<file path="src/rtl/wprob_arbiter.sv">
module wprob_arbiter #(
  parameter int N = 4,
  parameter int WW = 4,
  parameter int LW = 16,
  parameter logic [LW-1:0] TAPS = 16'hB400,
  parameter logic [LW-1:0] SEED = 16'hACE1
) (
  input  logic            clk,
  input  logic            rst_n,
  input  logic [N-1:0]    req,
  input  logic [N*WW-1:0] weight,
  output logic [N-1:0]    grant,
  output logic            grant_vld
);
  localparam int SW = WW + $clog2(N) + 1;

  logic [LW-1:0]    lfsr;
  logic [SW-1:0]    total;
  logic [LW+SW-1:0] prod;
  logic [SW-1:0]    scaled;
  logic [N-1:0]     above;

  function automatic logic [SW-1:0] eff_w(input logic r, input logic [WW-1:0] w);
    if (!r) return '0;
    if (w == '0) return SW'(1);
    return SW'(w);
  endfunction

  always_ff @(posedge clk or negedge rst_n)
    if (!rst_n) lfsr <= SEED;
    else        lfsr <= {lfsr[LW-2:0], ^(lfsr & TAPS)};

  always_comb begin
    total = '0;
    for (int i = 0; i < N; i++) total = total + eff_w(req[i], weight[i*WW +: WW]);
  end

  assign prod   = {{SW{1'b0}}, lfsr} * {{LW{1'b0}}, total};
  assign scaled = prod[LW+SW-1:LW];

  always_comb begin
    logic [SW-1:0] acc;
    acc = '0;
    for (int i = 0; i < N; i++) begin
      acc = acc + eff_w(req[i], weight[i*WW +: WW]);
      above[i] = acc > scaled;
    end
  end

  assign grant     = above & ~(above << 1);
  assign grant_vld = |req;

  assert_onehot_grant_R1: assert property (@(posedge clk) disable iff (!rst_n)
    $onehot0(grant) && ((grant & ~req) == '0));
  assert_valid_matches_R2: assert property (@(posedge clk) disable iff (!rst_n)
    grant_vld == (grant != '0));
  assert_lfsr_moves_R3: assert property (@(posedge clk) disable iff (!rst_n)
    (lfsr != '0) |=> (lfsr != '0) && (lfsr != $past(lfsr)));
  assert_lone_wins_R7: assert property (@(posedge clk) disable iff (!rst_n)
    ($countones(req) == 1) |-> (grant == req));
endmodule

</file>
<file path="config.mk">
export PLATFORM = sky130hd
export DESIGN_NAME = wprob_arbiter
export DESIGN_NICKNAME = d
export VERILOG_FILES = /design/src/rtl/wprob_arbiter.sv
export SDC_FILE = /design/constraint.sdc
export NUM_CORES = 1
export LEC_CHECK = 0
export BUFFER_PORTS_ARGS = -buffer_cell sky130_fd_sc_hd__buf_2
export CAP_MARGIN = 20
export CORE_MARGIN = 2
export CORE_UTILIZATION = 30
export CTS_CLUSTER_DIAMETER = 100
export DETAILED_ROUTE_END_ITERATION = 8
export PLACE_DENSITY_LB_ADDON = 0.25
export REMOVE_ABC_BUFFERS = 1
export SLEW_MARGIN = 10
export SYNTH_ARGS = -nofsm -noshare
export SYNTH_HDL_FRONTEND = slang
export SYNTH_SLANG_ARGS = --single-unit
export TNS_END_PERCENT = 30
</file>
<file path="constraint.sdc">
create_clock -name clk -period 67.9 [get_ports clk]
set_clock_uncertainty 0.1 [all_clocks]
set_input_delay 20.37 -clock clk [delete_from_list [all_inputs] [get_ports clk]]
set_output_delay 20.37 -clock clk [all_outputs]
set_load 0.02 [all_outputs]
</file>
==> summary.txt <==
layout cells sized above 1 - 10.4%
Slowest-stage cell, CP - a221oi_1
Regs by FF count - lfsr: 16 flops
number of global-route vias before repair - 3952
MaxCap Viol Count - 0
post-cts repair resize count - 0
commonest non-fill, non-tap cells in the layout - 134 x inv_1, 74 x nand2_1, 71 x fa_1, 62 x ha_1, 52 x and2_1
Final Hold Vio Count - 0
Post-Layout Cell Count - 811
Worst-path clk slew - 50 ps
CP max stage delay - 660 ps
crit end category - output pin
cell taking the most area after synthesis - fa_1
Post-CTS Setup Bufs - 0
Top reg by flops - lfsr
reg-to-reg endpoint - lfsr[0]
VDD IR max - 8.82 µV
Placed Cells - 807
CTS H-tree lvls - 1
leading cell type in the layout, fill and taps excluded - inv_1
drt initial violations - 107
Post-synth EDFFs - 0
DP HPWL - 9.13 mm
critical path class - input pin to output pin
num ports - 27
grt ovf - 0
R2R depth - 2
outcome - finished, final reports clean
worst hold endpoint - lfsr[7]
total global-route track usage - 13.4%
main flop type after synthesis - dfstp_2
Slew Limit Fails - 0
flop2flop setup slack - 66740 ps
Worst-Skew Late Latency - 250 ps
Hold Startpoint - lfsr[6]
total clock sinks - 16
Post-DP Area - 5260 µm²
cell area after layout - 5350 µm²
synthesized flop and latch total - 16
Max FO, Critical Path - 18
Post-CTS Hold Buffers - 0
vias - 3851
PD cells - 10.1 nW/µm²
Seq/Total Area, Yosys - 8.44%
Die ar. - 17200 µm²
Final ANT Viol Nets - 0
root buf cell - clkbuf_16
slew at the pin with the worst max-slew slack - 1000 ps
Finish-stage setup viols - 0
hold path cells - 0
RSZ-0062 raised after global routing - false
synthesized area - 4860 µm²
initial core utilization - 30.6%
row count - 46
slew margin rel. - 33.1%
Die Wd - 131 µm
setup TNS - 0 ps
Antenna diodes - 0
WP data required - 47430 ps
Synth area leaders - fa_1 29%, ha_1 16%, inv_1 10%
Core ar. - 15900 µm²
first-pass GRT wire length - 19.2 mm
fin worst setup slack - 17060 ps
hold slack - 333 ps
DR DRC count - 0
initial antenna violation count - 0
crit path DAT - 30370 ps
largest net degree at the start of global routing - 19
Avg WL per Cell - 13.7 µm
Via density - 4.75
RR Startpoint - lfsr[10]
CTS tree - done
Post-synth ARST share - 100%
I/O Buffers - 26
clock buffer depth - 2
Hold WC Path Type - flop to flop
most frequent CP cell - inv_1
CP Launch Type - input pin
total CTS buffers - 3
fmax - 19.7 MHz
Synth Instances - 572
min Tclk post-route - 50840 ps
Final Wtd Congestion - 0.822
Syn Area/Cell - 8.50 µm²
Largest register FFs - 16
Die Ht - 131 µm
drt first pass iters - 7
P&R area growth vs syn - 10.1%
Routed WL - 11.1 mm
Final Cycle Share - 74.9%
Synth cell types - 62
Total Nets Final - 751
Leak - 0.00275 µW
Ys Warns - 0
pre-CTS setup slack - 17050 ps
Synth top area share - 29.2%
-- worst max path at each step --
stage / startpoint / to / slack (ps) / cells after the start
3_5_place_dp: weight[1] / grant[3] / 17050 / 44
5_1_grt: weight[1] / grant[3] / 16370 / 44
3_3_place_gp: weight[1] / grant[3] / 17330 / 44
4_1_cts: weight[1] / grant[3] / 17010 / 44
6_report: weight[1] / grant[3] / 17060 / 44
2_1_floorplan: weight[1] / grant[3] / 17890 / 38
-- metrics by stage --
step / power, µW / utilization [%]
after floorplan: 29.9 / -
after global placement: 40.8 / 33.1
after detailed placement: 41.3 / 33.1
after CTS: 54.7 / 33.7
after global routing: 58.0 / 33.7
final: 54.0 / 33.7
-- worst max-delay path, delay by kind of cell --
family / cells / cell delay, ps
simple gates: 6 / 800
xor+xnor: 3 / 650
mux: 1 / 180
buf+inv: 10 / 1010
fa+ha+maj: 11 / 4340
compound gates: 13 / 2990
-- cell usage after synthesis (all sizes together) (7+ instances only) --
cell / instances
fa: 71
xnor2: 14
ha: 62
dfrtp: 8
nor2b: 7
and2: 52
nand2: 75
nand3: 10
a21oi: 17
o21ai: 9
nor2: 8
nor3: 8
dfstp: 8
inv: 134
clkbuf: 11
-- cell type report --
| type | instances | area (µm²) |
|---|---|---|
| fillers | 1710 | 10500 |
| flip-flops and latches | 16 | 410 |
| inverters | 134 | 503 |
| multi-input cells | 410 | 3910 |
| well taps | 216 | 270 |
| repair buffers | 31 | 168 |
| clock buffers | 4 | 88.8 |
-- per-layer routing --
| metal | routed length [µm] | part of all wire (%) | GRT usage (%) | vias up |
|---|---|---|---|---|
| met1 | 5050 | 46 | 18.1 | 1923 |
| met5 | 0 | 0 | 0 | - |
| met4 | 128 | 1.2 | 1.87 | 0 |
| li1 | - | - | - | 1854 |
| met3 | 293 | 2.6 | 0.926 | 11 |
| met2 | 5610 | 51 | 24.0 | 63 |
-- where the power goes --
| part | internal, µW | switching (µW) | leakage [µW] |
|---|---|---|---|
| sequential | 9.57 | 0 | 0.000194 |
| clock | 8.96 | 4.03 | 0.0000442 |
| combinational | 11.6 | 19.9 | 0.00251 |
| total | 30.1 | 24.0 | 0.00275 |
-- cell families after synthesis --
| kind of cell | after synthesis | synth area share [%] |
|---|---|---|
| compound gates | 69 | 10.2 |
| xor+xnor | 21 | 4.22 |
| fa+ha+maj | 139 | 46.5 |
| buf+inv | 146 | 11.3 |
| flops | 16 | 8.44 |
| mux | 3 | 0.772 |
| simple gates | 178 | 18.7 |
Note: power is estimated with default switching activity, not from simulation.
